$ cat src/rtl/tcc_pkg.sv
package tcc_pkg;
  localparam int REG_W        = 32;
  localparam int SEL_W        = 4;
  localparam int CTL_SEL_LSB  = 0;
  localparam int CTL_EN_BIT   = 4;
  localparam int CTL_BUSY_BIT = 7;
  localparam int DIV_INT_LSB  = 12;

  typedef enum logic {
    ADDR_CTL = 1'b0,
    ADDR_DIV = 1'b1
  } reg_addr_e;
endpackage

$ cat src/rtl/tcc_regs.sv
module tcc_regs
  import tcc_pkg::*;
#(
  parameter int INT_W = 4,
  parameter int FRAC_W = 2,
  localparam int DW = INT_W + FRAC_W,
  localparam int DWS = (DW == 0) ? 1 : DW
) (
  input  logic             clk,
  input  logic             rst,
  input  logic             wr,
  input  logic             wr_addr,
  input  logic [REG_W-1:0] wr_data,
  input  logic             rd_addr,
  output logic [REG_W-1:0] rd_data,
  output logic [SEL_W-1:0] sel,
  output logic             en,
  output logic [DWS-1:0]   div,
  output logic             clr
);
  logic             wr_ctl, wr_div;
  logic [SEL_W-1:0] sel_new;
  logic             en_new;
  logic [DWS-1:0]   div_new;
  logic [REG_W-1:0] div_placed;

  assign wr_ctl  = wr && (wr_addr == ADDR_CTL);
  assign wr_div  = wr && (wr_addr == ADDR_DIV);
  assign sel_new = wr_data[CTL_SEL_LSB +: SEL_W];
  assign en_new  = wr_data[CTL_EN_BIT];

  generate
    if (DW > 0) begin : g_field
      assign div_new = wr_data[DIV_INT_LSB+INT_W-1 -: DW];
      always_comb begin
        div_placed = '0;
        div_placed[DIV_INT_LSB+INT_W-1 -: DW] = div;
      end
    end else begin : g_nofield
      assign div_new    = '0;
      assign div_placed = '0;
    end
  endgenerate

  // clear when the accumulator's meaning changes
  assign clr = wr_div || (wr_ctl && ((sel_new != sel) || !en_new));

  always_ff @(posedge clk) begin
    if (rst) begin
      sel <= '0;
      en  <= 1'b0;
      div <= '0;
    end else begin
      if (wr_ctl) begin
        sel <= sel_new;
        en  <= en_new;
      end
      if (wr_div) div <= div_new;
    end
  end

  always_comb begin
    rd_data = '0;
    if (rd_addr == ADDR_CTL) begin
      rd_data[CTL_SEL_LSB +: SEL_W] = sel;
      rd_data[CTL_EN_BIT]           = en;
      rd_data[CTL_BUSY_BIT]         = en;
    end else begin
      rd_data = div_placed;
    end
  end


  busy_mirror_chk: assert property (@(posedge clk) disable iff (rst)
    (rd_addr == ADDR_CTL) |-> (rd_data[CTL_BUSY_BIT] == en));


  ctl_lands_chk: assert property (@(posedge clk) disable iff (rst)
    wr_ctl |=> (en == $past(en_new)) && (sel == $past(sel_new)));
endmodule

$ cat src/rtl/tcc_src_pick.sv
module tcc_src_pick
  import tcc_pkg::*;
#(
  parameter int NSRC = 10
) (
  input  logic [SEL_W-1:0] sel,
  input  logic [NSRC-1:0]  src,
  output logic             hit
);
  logic [NSRC-1:0] match;

  generate
    for (genvar i = 0; i < NSRC; i++) begin : g_src
      assign match[i] = (sel == SEL_W'(i)) && src[i];
    end
  endgenerate

  assign hit = |match;


  pick_onehot_chk: assert final ($onehot0(match));
endmodule

$ cat src/rtl/tcc_frac_div.sv
module tcc_frac_div #(
  parameter int INT_W = 4,
  parameter int FRAC_W = 2,
  localparam int DW = INT_W + FRAC_W,
  localparam int DWS = (DW == 0) ? 1 : DW,
  localparam int AW = DW + 1
) (
  input  logic           clk,
  input  logic           rst,
  input  logic           en,
  input  logic           clr,
  input  logic [DWS-1:0] div,
  input  logic           hit,
  output logic           tick
);
  generate
    if (DW == 0) begin : g_pass
      always_ff @(posedge clk) begin
        if (rst) tick <= 1'b0;
        else     tick <= en && !clr && hit;
      end
    end else begin : g_div
      localparam logic [AW-1:0] STEP = AW'(1) << FRAC_W;
      logic [AW-1:0] acc, sum, divx;
      logic          idle;

      assign divx = AW'(div);
      assign sum  = acc + STEP;
      assign idle = clr || !en || (divx == '0);

      always_ff @(posedge clk) begin
        if (rst) begin
          acc  <= '0;
          tick <= 1'b0;
        end else if (idle) begin
          acc  <= '0;
          tick <= 1'b0;
        end else if (hit) begin
          if (divx <= STEP) begin
            acc  <= '0;
            tick <= 1'b1;
          end else if (sum >= divx) begin
            acc  <= sum - divx;
            tick <= 1'b1;
          end else begin
            acc  <= sum;
            tick <= 1'b0;
          end
        end else begin
          tick <= 1'b0;
        end
      end


      acc_bound_chk: assert property (@(posedge clk) disable iff (rst)
        (acc == '0) || (acc < divx));


      zero_div_chk: assert property (@(posedge clk) disable iff (rst)
        (divx == '0) |=> !tick);
    end
  endgenerate


  en_off_chk: assert property (@(posedge clk) disable iff (rst)
    !en |=> !tick);
endmodule

$ cat src/rtl/tick_clock_channel.sv
module tick_clock_channel
  import tcc_pkg::*;
#(
  parameter int NSRC = 10,
  parameter int INT_W = 4,
  parameter int FRAC_W = 2,
  localparam int DW = INT_W + FRAC_W,
  localparam int DWS = (DW == 0) ? 1 : DW
) (
  input  logic             clk,
  input  logic             rst,
  input  logic [NSRC-1:0]  src_tick,
  input  logic             reg_wr,
  input  logic             reg_wr_addr,
  input  logic [REG_W-1:0] reg_wr_data,
  input  logic             reg_rd_addr,
  output logic [REG_W-1:0] reg_rd_data,
  output logic             tick_out
);
  logic [SEL_W-1:0] sel;
  logic             en;
  logic [DWS-1:0]   div;
  logic             clr;
  logic             hit;

  tcc_regs #(.INT_W(INT_W), .FRAC_W(FRAC_W)) u_regs (
    .clk(clk), .rst(rst),
    .wr(reg_wr), .wr_addr(reg_wr_addr), .wr_data(reg_wr_data),
    .rd_addr(reg_rd_addr), .rd_data(reg_rd_data),
    .sel(sel), .en(en), .div(div), .clr(clr)
  );

  tcc_src_pick #(.NSRC(NSRC)) u_pick (
    .sel(sel), .src(src_tick), .hit(hit)
  );

  tcc_frac_div #(.INT_W(INT_W), .FRAC_W(FRAC_W)) u_div (
    .clk(clk), .rst(rst), .en(en), .clr(clr),
    .div(div), .hit(hit), .tick(tick_out)
  );


  unsel_quiet_chk: assert property (@(posedge clk) disable iff (rst)
    !hit |=> !tick_out);
endmodule

$ cat config.mk
export PLATFORM = sky130hd
export DESIGN_NAME = tick_clock_channel
export DESIGN_NICKNAME = d
export VERILOG_FILES = /design/src/rtl/tcc_pkg.sv /design/src/rtl/tcc_regs.sv /design/src/rtl/tcc_src_pick.sv /design/src/rtl/tcc_frac_div.sv /design/src/rtl/tick_clock_channel.sv
export SDC_FILE = /design/constraint.sdc
export NUM_CORES = 1
export LEC_CHECK = 0
export BUFFER_PORTS_ARGS = -buffer_cell sky130_fd_sc_hd__buf_4
export CAP_MARGIN = 20
export CORE_UTILIZATION = 47
export CTS_BUF_LIST = sky130_fd_sc_hd__clkbuf_2
export CTS_CLUSTER_DIAMETER = 100
export CTS_CLUSTER_SIZE = 40
export DETAILED_ROUTE_END_ITERATION = 6
export MAX_ROUTING_LAYER = met4
export PLACE_DENSITY = 0.83
export REMOVE_ABC_BUFFERS = 1
export SLEW_MARGIN = 0
export SYNTH_ARGS = -nofsm -noshare
export SYNTH_HDL_FRONTEND = slang
export SYNTH_SLANG_ARGS = --single-unit
$ cat constraint.sdc
create_clock -name clk -period 2.95 [get_ports clk]
set_clock_uncertainty 0.05 [all_clocks]
set_input_delay 0 -clock clk [delete_from_list [all_inputs] [get_ports clk]]
set_output_delay 0 -clock clk [all_outputs]
set_load 0.03 [all_outputs]
Word-level counts from Yosys, hierarchy flattened
Index checks and enable logic that the tools add are counted.

Bits in registers: 19. Output and inout port bits: 33. Logic and storage cells: 52.

Add/sub/neg operators: 2. $lt $le $gt $ge: 2. Equality and inequality tests: 10. Muxes and demuxes: 7. Bitwise logic cells: 2. Reduce and logical (&&, ||, !) cells: 24.

Operators by type and width (number): $eq A4 B3 Y1 const B (4); $mux W7 (2); $logic_and A1 B1 Y1 (13); $reduce_or A10 Y1 (1); $eq A4 B2 Y1 const B (2); $eq A4 B4 Y1 const B (2); $mux W8 (1); $add A7 B3 Y7 const B (1); $ge A7 B6 Y1 (1); $logic_not A7 Y1 (1); $sub A7 B6 Y7 (1); $le A6 B3 Y1 const B (1); $mux W5 (1); $eq A4 B1 Y1 const B (1); $logic_not A4 Y1 (1); $logic_or A1 B1 Y1 (4); $ne A4 B4 Y1 (1); $mux W1 (3); $reduce_or A3 Y1 (1); $logic_not A1 Y1 (2); $not A1 Y1 (2); $reduce_or A2 Y1 (1).

Longest topological paths before layout
Gate-level depths: netlist of run 1.

Word-level depth: 7. Mapped depth: 9.

Cells and area by module
A second synthesis of run 1 with hierarchy kept.

Cells, all modules: 195. Area, all modules: 1636.6 um2.

Modules (own cells, without submodules): tcc_frac_div (times used 1, cells an instance 101, area each 829.5 um2, sequential area each 160.2 um2); tcc_regs (times used 1, cells an instance 85, area each 714.4 um2, sequential area each 220.2 um2); tcc_src_pick (times used 1, cells an instance 9, area each 92.6 um2, sequential area each 0.0 um2).

Worst setup path after synthesis of run 1
Ideal clock, no wire load.

Path type: reg2reg. From: register u_div.g_div.acc[2]. To: register u_div.g_div.acc[4]. Library setup time: 0.092 ns. Data arrival time: 1.940 ns. Path slack: 0.868 ns. Stages on the path, launching flop included: 8. Path buffers: 0. Cells stage by stage: dfxtp_1 > ha_1 > ha_1 > a21o_1 > a21oi_2 > a21boi_2 > o41a_1 > o32ai_1.

Cells in the longest elaborated chain, start to end: 4. Elaborated cells on any way between the ends: 5. Those cells by class: add/sub (2); order compare (1); mux (2).

RTL lines: start, declared (line tcc_frac_div.sv:24) `logic [AW-1:0] acc, sum, divx;`; start signal, assigned (line tcc_frac_div.sv:43) `acc <= sum - divx;`; start signal, assigned (line tcc_frac_div.sv:46) `acc <= sum;`; $add A7 B3 Y7 (*) (line tcc_frac_div.sv:28) `assign sum = acc + STEP;`; $sub A7 B6 Y7 or $ge A7 B6 Y1 (tied branches) (line tcc_frac_div.sv:43, tcc_frac_div.sv:42); $mux W7 (*) (line tcc_frac_div.sv:42) `end else if (sum >= divx) begin`; $mux W7 (*) (line tcc_frac_div.sv:39) `if (divx <= STEP) begin`.

Every way passes the cells marked *; elsewhere a longest branch is shown, timed or not. A chain may end at the register's enable or synchronous reset.

Final worst setup path of run 1
Same ends and word-level chain as after synthesis.

==> out/qor.yml, run 1 <==
outcome: "completed"
path_common_cell: "ha_1"
io_buffer_count: 38
rr_endpoint: "u_div.g_div.acc[4]"
multiInputGateArea_sq_um: 1000
total_power_w: 0.000594
critPathLaunch: "u_div.g_div.acc[2]"
synth_area_leaders: "dfxtp_1 25%, buf_4 10%, mux2i_1 8.5%, ha_1 5.7%, nor2_1 3.4%"
clk_latency_ps: 320
arrival_ps: 2460
layout_min_cycle_time_ps: 2260
critPathKind: "register to register"
dieArea_sq_um: 3510
worst_pin_slew_ps: 558
hold_viol_final: 0
slowest_delay_ps: 380
die_h_microns: 59.2
syn_area_per_cell_sq_um: 8.32
gr-total-overflow: 0
die_w_microns: 59.2
slowest_stage: "dfxtp_1"
start_util_pct: 50.0
slew_headroom_pct: 62.7
final_max_slew_viol_count: 0
finalCritPeriodShare_pct: 76.7
postCtsSetupRepairBufs: 0
path_cells: "ha_1, ha_1, a21o_1, a21oi_2, a21boi_2, o41a_1, o32ai_1"
antenna_found_initial: 0
fillers: 259
synth_area_sq_um: 1540
grt_max_degree: 13
nets: 292
drt_wl_total_microns: 3330
ctsHtreeMaxLevel: 1
p_leak_nw: 0.836
r2r-start: "u_div.g_div.acc[2]"
synth.distinct_cells: 47
hold_class: "input pin to register"
setup.worst_path.end_class: "register"
drive_gt1_share_pct: 22.5
final-setup-viol-count: 0
drv_cap: 0
max-vdd-ir-drop_mv: 0.204
drc: 0
gp_congestion: 0.844
ioPinCount: 80
root_buffer: "clkbuf_2"
vias: 1394
yosysTopAreaCell: "dfxtp_1"
rsz0062_at_grt: "no"
avgViaCountPerCell: 4.98
ys_seq_area_share_pct: 24.7
area_growth_pct: 26.8
clk_pin_slew_ps: 190
synthCells: 185
grtUsageTotal_pct: 21.4
drt_iter0_drc: 41
r2r_slack_ps: 690
cts_tree: "built"
clk_path_buf_depth: 2
powerDensity_nw_per_um2: 304
numCtsBuffers: 3
drtPass1Iterations: 4
design.core.area_sq_um: 3080
rr_worst_depth: 7
cp_max_fo: 6
yosys_register_bits: 19
worstPathRequired_ps: 3150
rows: 20
timing.critical_path.to: "u_div.g_div.acc[4]"
finalSetupTns_ps: 0
critPathLaunchType: "register"
seqCellArea_sq_um: 380
dp_hpwl_microns: 2390
grt_pass1_vias: 1302
ant_nets: 0
synth_top_area_share_pct: 24.7
diodes: 0
cts_num_sinks: 19
wl_per_cell_microns: 11.9
grt_pass1_wl_microns: 5550
fmax_mhz: 442
yosysWarningCount: 0
## power breakdown
group / switching (W) / internal (W) / leakage (nW)
Clock: 0.0000859 / 0.0000307 / 0.0164
Sequential: 0.00000977 / 0.000264 / 0.154
Combinational: 0.000114 / 0.0000895 / 0.666
Total: 0.000209 / 0.000384 / 0.836
## kinds of logic after synthesis
family	after synthesis	synth area share, %
fa+ha+maj	8	6.99
mux	13	8.45
xor+xnor	9	5.61
compound gates	39	19.4
flops	19	24.7
buf+inv	38	15.0
other cells	1	0.244
simple gates	58	19.6
## worst min path at each step
stage	start	endpoint	depth (start not counted)
2_1_floorplan	rst	u_regs.div[0]	1
3_3_place_gp	reg_wr_data[4]	u_regs.en	3
3_5_place_dp	reg_wr_data[3]	u_regs.sel[3]	3
4_1_cts	reg_wr_addr	u_regs.div[2]	4
5_1_grt	reg_wr_addr	u_regs.div[2]	4
6_report	reg_wr_addr	u_regs.div[5]	4
## state kept, by name (all words and copies together) (netlist names)
name             flops
u_div.g_div.acc      7
u_div.tick           1
u_regs.en            1
u_regs.div           6
u_regs.sel           4
## layout by cell type (no fill, tap or decap), drive strengths merged, types with 2 or more instances in the layout
master,netlist,final
dlygate4sd3,0,17
o21a,2,2
nor3,2,2
conb,1,20
o21ai,6,6
nand2,11,11
nand3,9,9
xor2,6,6
ha,7,7
nand2b,3,3
mux2i,13,13
xnor2,3,3
nor2b,9,9
clkbuf,4,3
inv,11,11
o31ai,2,2
o2bb2ai,2,2
o31a,2,2
and2,7,7
o32ai,2,2
o211ai,2,2
a21oi,11,11
dfxtp,19,19
buf,23,38
a2bb2oi,2,2
nor2,15,15
## metal layers
layer	vias up	global-route usage, %	share of wire [%]
met2	39	38.2	50
li1	703	-	-
met5	-	-	0
met3	5	3.71	3.5
met4	0	5.78	1.1
met1	647	24.4	46
## area by class of cell
| type | count | area share, % |
|---|---|---|
| clock inverters | 1 | 0.256 |
| clock buffers | 3 | 0.769 |
| well taps | 44 | 2.82 |
| flip-flops and latches | 19 | 19.5 |
| multi-input cells | 147 | 51.2 |
| inverters | 11 | 2.12 |
| repair buffers | 55 | 23.3 |
## synth_stat cells, drive strengths merged
cell type	instances
a21boi	1
a21o	1
a21oi	11
a2bb2o	1
a2bb2oi	2
a31oi	1
a32o	1
and2	7
buf	23
clkbuf	4
conb	1
dfxtp	19
fa	1
ha	7
inv	11
mux2i	13
nand2	11
nand2b	3
nand3	9
nand4	1
nor2	15
nor2b	9
nor3	2
o2111ai	1
o211ai	2
o21a	2
o21ai	6
o221ai	1
o2bb2ai	2
o31a	2
o31ai	2
o32ai	2
o41a	1
or2	1
xnor2	3
xor2	6
## stage by stage
stage               setup slack, ps  std cells  util [%]  cell area [sq um]  hold slack, ps
floorplan                       868        177         -               1420            19.1
global placement                747        259      57.2               1760             194
detailed placement              736        259      57.2               1760             201
CTS                             691        280      63.4               1950            69.1
global route                    532        280      63.4               1950            90.9
finish                          687        280      63.4               1950            87.1
## worst max-delay path: cells and delay by family, from the launching register on
| kind | cells | cell delay (ps) |
|---|---|---|
| compound gates | 5 | 1090 |
| fa+ha+maj | 2 | 670 |
| flops | 1 | 380 |
## timing repair
item,4_1_cts,5_1_grt
hold endpoints to repair,11,0
setup endpoints to repair,0,0
hold buffers,17,0
gates resized for setup,0,0
Power figures use the tool's default switching activity.
==> run 2: changes to the inputs <==
==> constraint.sdc (replaced) <==
create_clock -name clk -period 2.3 [get_ports clk]
set_clock_uncertainty 0.05 [all_clocks]
set_input_delay 0 -clock clk [delete_from_list [all_inputs] [get_ports clk]]
set_output_delay 0 -clock clk [all_outputs]
set_load 0.03 [all_outputs]
==> out/qor.yml, run 2 (synthesis gave the netlist of run 1 again) <==
fin_cells: 281  # +0.36%
powerDensity_nw_per_um2: 388  # +28%
slew_headroom_pct: 63.0  # +0.24 points
setup.worst_path.end_class: "register"
topRoutingLayerUsed: "met4"
switching_share_pct: 34.8  # -0.43 points
rows: 20  # unchanged
io_buffer_count: 38  # unchanged
final_cell_mix: "39 x buf_4, 20 x conb_1, 17 x dlygate4sd3_1, 17 x dfxtp_1, 14 x nor2_1"
layout_min_cycle_time_ps: 2250  # -17.0 ps
cts_tree: "built"
outcome: "completed"
grt_pass1_wl_microns: 5460  # -1.5%
finalCritPeriodShare_pct: 97.7  # +21 points
hold_class: "input pin to register"
drtPass1Iterations: 7  # +3
avgViaCountPerCell: 4.95  # -0.57%
drc: 0  # unchanged
fillers: 252  # -2.7%
drive_gt1_share_pct: 25.3  # +2.9 points
cts_num_sinks: 19  # unchanged
final_max_slew_viol_count: 0  # unchanged
drv_cap: 0  # unchanged
nets: 293  # +0.34%
dp.cells: 259  # unchanged
clk_pin_slew_ps: 180  # about the same
numCtsBuffers: 3  # unchanged
diodes: 0  # unchanged
design.core.area_sq_um: 3080  # unchanged
total_power_w: 0.000776  # +31%
grt_pass1_vias: 1244  # -4.5%
arrival_ps: 2430  # -30 ps
clk_path_buf_depth: 2  # unchanged
pwr-share-seq_pct: 45.3  # -0.9 points
dr_wl_met2_microns: 1820  # +10%
layout_commonest_cell: "buf_4"
area_growth_pct: 29.9
dieArea_sq_um: 3510  # unchanged
combPwrFrac_pct: 35.2  # +1.0 points
gp_congestion: 0.843  # about the same
multiInputGateArea_sq_um: 1040  # +3.8%
finalSetupTns_ps: 0  # unchanged
rsz0062_at_grt: "yes"
dp_hpwl_microns: 2410  # +0.62%
grt_max_degree: 13  # unchanged
die_w_microns: 59.2  # unchanged
clk_latency_ps: 310  # about the same
start_util_pct: 50.0  # unchanged
ioPinCount: 80  # unchanged
gr-total-overflow: 0  # unchanged
p_clk_share_pct: 19.5  # about the same
grtUsageTotal_pct: 21.1  # -0.32 points
die_h_microns: 59.2  # unchanged
dr_wl_met3_microns: 111  # -3.5%
worstPathRequired_ps: 2480  # -670 ps
p_leak_nw: 0.844  # +0.89%
cp_max_fo: 6  # unchanged
drt_iter0_drc: 41  # unchanged
power_switching_w: 0.000270  # +29%
final-setup-viol-count: 0  # unchanged
top_register: "u_div.g_div.acc"
hold_viol_final: 0  # unchanged
seqCellArea_sq_um: 383  # +0.66%
ant_nets: 0  # unchanged
vias: 1391  # -0.22%
top_regs: "u_div.g_div.acc: 7 flops, u_regs.div: 6 flops, u_regs.sel: 4 flops"
wl_per_cell_microns: 12.4  # +4.3%
antenna_found_initial: 0  # unchanged
ctsHtreeMaxLevel: 1  # unchanged
intPower_w: 0.000506  # +32%
met1_length_microns: 1530  # unchanged
worst_pin_slew_ps: 554  # -3.52 ps
critPathKind: "register to register"
fmax_mhz: 445  # +0.76%
max-vdd-ir-drop_mv: 0.306  # +50%
largest_reg_flops: 7  # unchanged
root_buffer: "clkbuf_2"
drt_wl_total_microns: 3480  # +4.7%
critPathLaunchType: "register"
==> run 2: cell types whose count changed in the layout (fill, tap and decap cells not counted), sizes merged <==
| cell | change |
|---|---|
| buf | +1 |
| clkbuf | +1 |
| clkinv | -1 |
==> run 2: power by group through the flow <==
stage	registers, W	clock network [W]	logic [W]
after detailed placement	0.000358	0	0.000236
after global routing	0.000353	0.000168	0.000295
final	0.000351	0.000152	0.000273
after global placement	0.000358	0	0.000234
after CTS	0.000351	0.000153	0.000257
after floorplan	0.000355	0	0.000166
==> run 2: timing repair <==
item	CTS	global route
hold buffers	17	0
setup buffers	0	1
setup endpoints to repair	0	8
gates resized for setup	0	9
endpoints found under the hold margin	11	0
==> run 2: path summary, 6_finish.rpt <==
kind	from	endpoint	slack (ps)	depth (start not counted)
setup / recovery	u_div.g_div.acc[2]	u_div.g_div.acc[4]	50	7
hold / removal	reg_wr_addr	u_regs.div[1]	90	4
hold reg to reg	u_div.g_div.acc[3]	u_div.g_div.acc[3]	450	1
setup reg to reg	u_div.g_div.acc[2]	u_div.g_div.acc[4]	50	7
==> run 2: final cells by class <==
class / count / share of cell area [%]
repair buffers: 56 / 23.2
well taps: 44 / 2.75
inverters: 11 / 2.07
clock buffers: 4 / 1.00
flip-flops and latches: 19 / 19.1
multi-input cells: 147 / 51.9
==> run 2: worst max-delay path, stage by stage, from the launching register on <==
cell	delay [ps]
dfxtp_2	380
ha_2	320
ha_2	310
a21o_1	180
a21oi_2	210
a21boi_4	120
o41a_1	390
o32ai_1	210
==> run 2: stage by stage <==
stage | area (sq um) | util (%) | hold WS [ps] | worst slack (ps)
6_report | 2000 | 65.0 | 91.2 | 53.7
5_1_grt | 2000 | 65.0 | 98.7 | -49.7
2_1_floorplan | 1420 | - | 19.1 | 218
3_3_place_gp | 1760 | 57.2 | 194 | 97.1
3_5_place_dp | 1760 | 57.2 | 206 | 77.2
4_1_cts | 1950 | 63.4 | 86.9 | 40.7
==> run 2: routing by layer <==
metal,vias to the layer above,track usage (%)
li1,698,-
met1,650,24.7
met2,41,38.4
met3,2,1.97
met4,0,5.10
met5,-,-
==> run 3: changes to the inputs <==
==> constraint.sdc (replaced) <==
create_clock -name clk -period 2.3 [get_ports clk]
set_clock_uncertainty 0.05 [all_clocks]
set_input_delay 0.69 -clock clk [delete_from_list [all_inputs] [get_ports clk]]
set_output_delay 0.69 -clock clk [all_outputs]
set_load 0.03 [all_outputs]
==> out/qor.yml, run 3 (synthesis gave the netlist of run 1 again) <==
busiest_layer: "met2"
clk_latency_ps: 320  # about the same
avgViaCountPerCell: 4.91  # -0.91%
ioPinCount: 80  # unchanged
fmax_mhz: 442  # -0.67%
grt_pass1_vias: 1167  # -6.2%
worstPathRequired_ps: 2490  # about the same
p_leak_nw: 0.782  # -7.4%
drive_gt1_share_pct: 27.3  # +2.0 points
wl_per_cell_microns: 11.8  # -4.7%
area_growth_pct: 18.9
slew_headroom_pct: 61.2  # -1.8 points
fin_hold_ws_ps: 449  # +358 ps
critPathKind: "register to register"
rows: 20  # unchanged
drtPass1Iterations: 4  # -3
design.core.area_sq_um: 3080  # unchanged
path_cells: "ha_2, ha_2, a21o_1, a21oi_2, a21boi_4, o41a_1, o32ai_1"
gp_congestion: 0.843  # about the same
cp_max_fo: 6  # unchanged
grt_use_met1_pct: 24.3  # -0.44 points
multiInputGateArea_sq_um: 1040  # unchanged
dp_hpwl_microns: 2380  # -1.2%
r2r-start: "u_div.g_div.acc[3]"
drv_cap: 0  # unchanged
critPathLaunch: "u_div.g_div.acc[3]"
hold_viol_final: 0  # unchanged
finalSetupTns_ps: 0  # unchanged
max-vdd-ir-drop_mv: 0.242  # -21%
drc: 0  # unchanged
final_max_slew_viol_count: 0  # unchanged
dp.cells: 259  # unchanged
start_util_pct: 50.0  # unchanged
numCtsBuffers: 3  # unchanged
grtUsageMet2_pct: 31.6  # -6.7 points
slowest_delay_ps: 390  # about the same
slowest_stage: "o41a_1"
dieArea_sq_um: 3510  # unchanged
drt_wl_total_microns: 3120  # -10%
fin_cells: 264  # -6.0%
layout_commonest_cell: "buf_4"
fillers: 296  # +17%
gr-total-overflow: 0  # unchanged
worst_pin_slew_ps: 581  # +26.7 ps
die_h_microns: 59.2  # unchanged
clk_pin_slew_ps: 180  # about the same
final-setup-viol-count: 0  # unchanged
drt_iter0_drc: 44  # +7.3%
critPathLaunchType: "register"
nets: 276  # -5.8%
seqCellArea_sq_um: 383  # unchanged
vias: 1295  # -6.9%
hold_class: "register to register"
ctsHtreeMaxLevel: 1  # unchanged
total_power_w: 0.000749  # -3.4%
antenna_found_initial: 0  # unchanged
ant_nets: 0  # unchanged
cts_num_sinks: 19  # unchanged
final_cell_mix: "39 x buf_4, 20 x conb_1, 17 x dfxtp_1"
layout_min_cycle_time_ps: 2260  # +15.1 ps
grtUsageTotal_pct: 19.4  # -1.7 points
cts_tree: "built"
clk_path_buf_depth: 2  # unchanged
postCtsHoldBufs: 0  # -17
powerDensity_nw_per_um2: 409  # +5.5%
arrival_ps: 2450  # +20 ps
top_regs: "u_div.g_div.acc: 7 flops, u_regs.div: 6 flops, u_regs.sel: 4 flops"
grt_util_met3_pct: 3.28  # +1.3 points
grt_pass1_wl_microns: 5020  # -8.2%
largest_reg_flops: 7  # unchanged
outcome: "completed"
grt_max_degree: 13  # unchanged
top_register: "u_div.g_div.acc"
io_buffer_count: 38  # unchanged
die_w_microns: 59.2  # unchanged
root_buffer: "clkbuf_2"
finalCritPeriodShare_pct: 98.3  # +0.66 points
worstHoldStart: "u_regs.div[5]"
diodes: 0  # unchanged
setup.worst_path.end_class: "register"
path_common_cell: "ha_2"
run 3: changes by cell type in the layout (fill, tap and decap cells not counted), sizes merged:
cell	before	now
clkbuf	4	3
dlygate4sd3	17	0
clkinv	0	1
run 3: area by class of cell:
type                            count  share of cell area [%]
Clock inverter                      1                   0.274
Clock buffer                        3                   0.821
Timing Repair Buffer               39                    16.0
Tap cell                           44                    3.01
Sequential cell                    19                    20.9
Inverter                           11                    2.26
Multi-Input combinational cell    147                    56.7
run 3: repair_timing:
action,4_1_cts,5_1_grt
endpoints found under the setup margin,0,8
setup buffers,0,1
resized for setup,0,9
run 3: path summary, 6_finish.rpt:
kind | cells past startpoint | end | slack (ps)
setup / recovery | 7 | u_div.g_div.acc[4] | 40
hold / removal | 2 | u_regs.div[5] | 450
setup reg to reg | 7 | u_div.g_div.acc[4] | 40
hold reg to reg | 2 | u_regs.div[5] | 450
run 3: metrics by stage:
stage | utilization, % | instance area (sq um) | worst slack, ps
final | 59.4 | 1830 | 38.7
after global routing | 59.4 | 1830 | -13.7
after CTS | 57.9 | 1780 | 39.0
after detailed placement | 57.2 | 1760 | 66.7
after global placement | 57.2 | 1760 | 97.1
after floorplan | - | 1420 | 51.7
run 3: worst max-delay path, delay by kind of cell (launching register included):
family / cells / cell delay, ps
DFF: 1 / 370
adders and majority gates: 2 / 630
AOI/OAI and AO/OA: 5 / 1130
run 3: where the power goes:
part | internal, W | switching, W | leakage [nW] | total, W
clock network | 0.0000394 | 0.000106 | 0.0164 | 0.000146
registers | 0.000339 | 0.0000122 | 0.155 | 0.000351
logic | 0.000105 | 0.000147 | 0.610 | 0.000252
total | 0.000483 | 0.000266 | 0.782 | 0.000749
run 3: routing by layer:
| metal | wire length, microns | vias up |
|---|---|---|
| li1 | - | 667 |
| met1 | 1470 | 584 |
| met2 | 1490 | 40 |
| met3 | 106 | 4 |
| met4 | 47 | 0 |
| met5 | 0 | - |
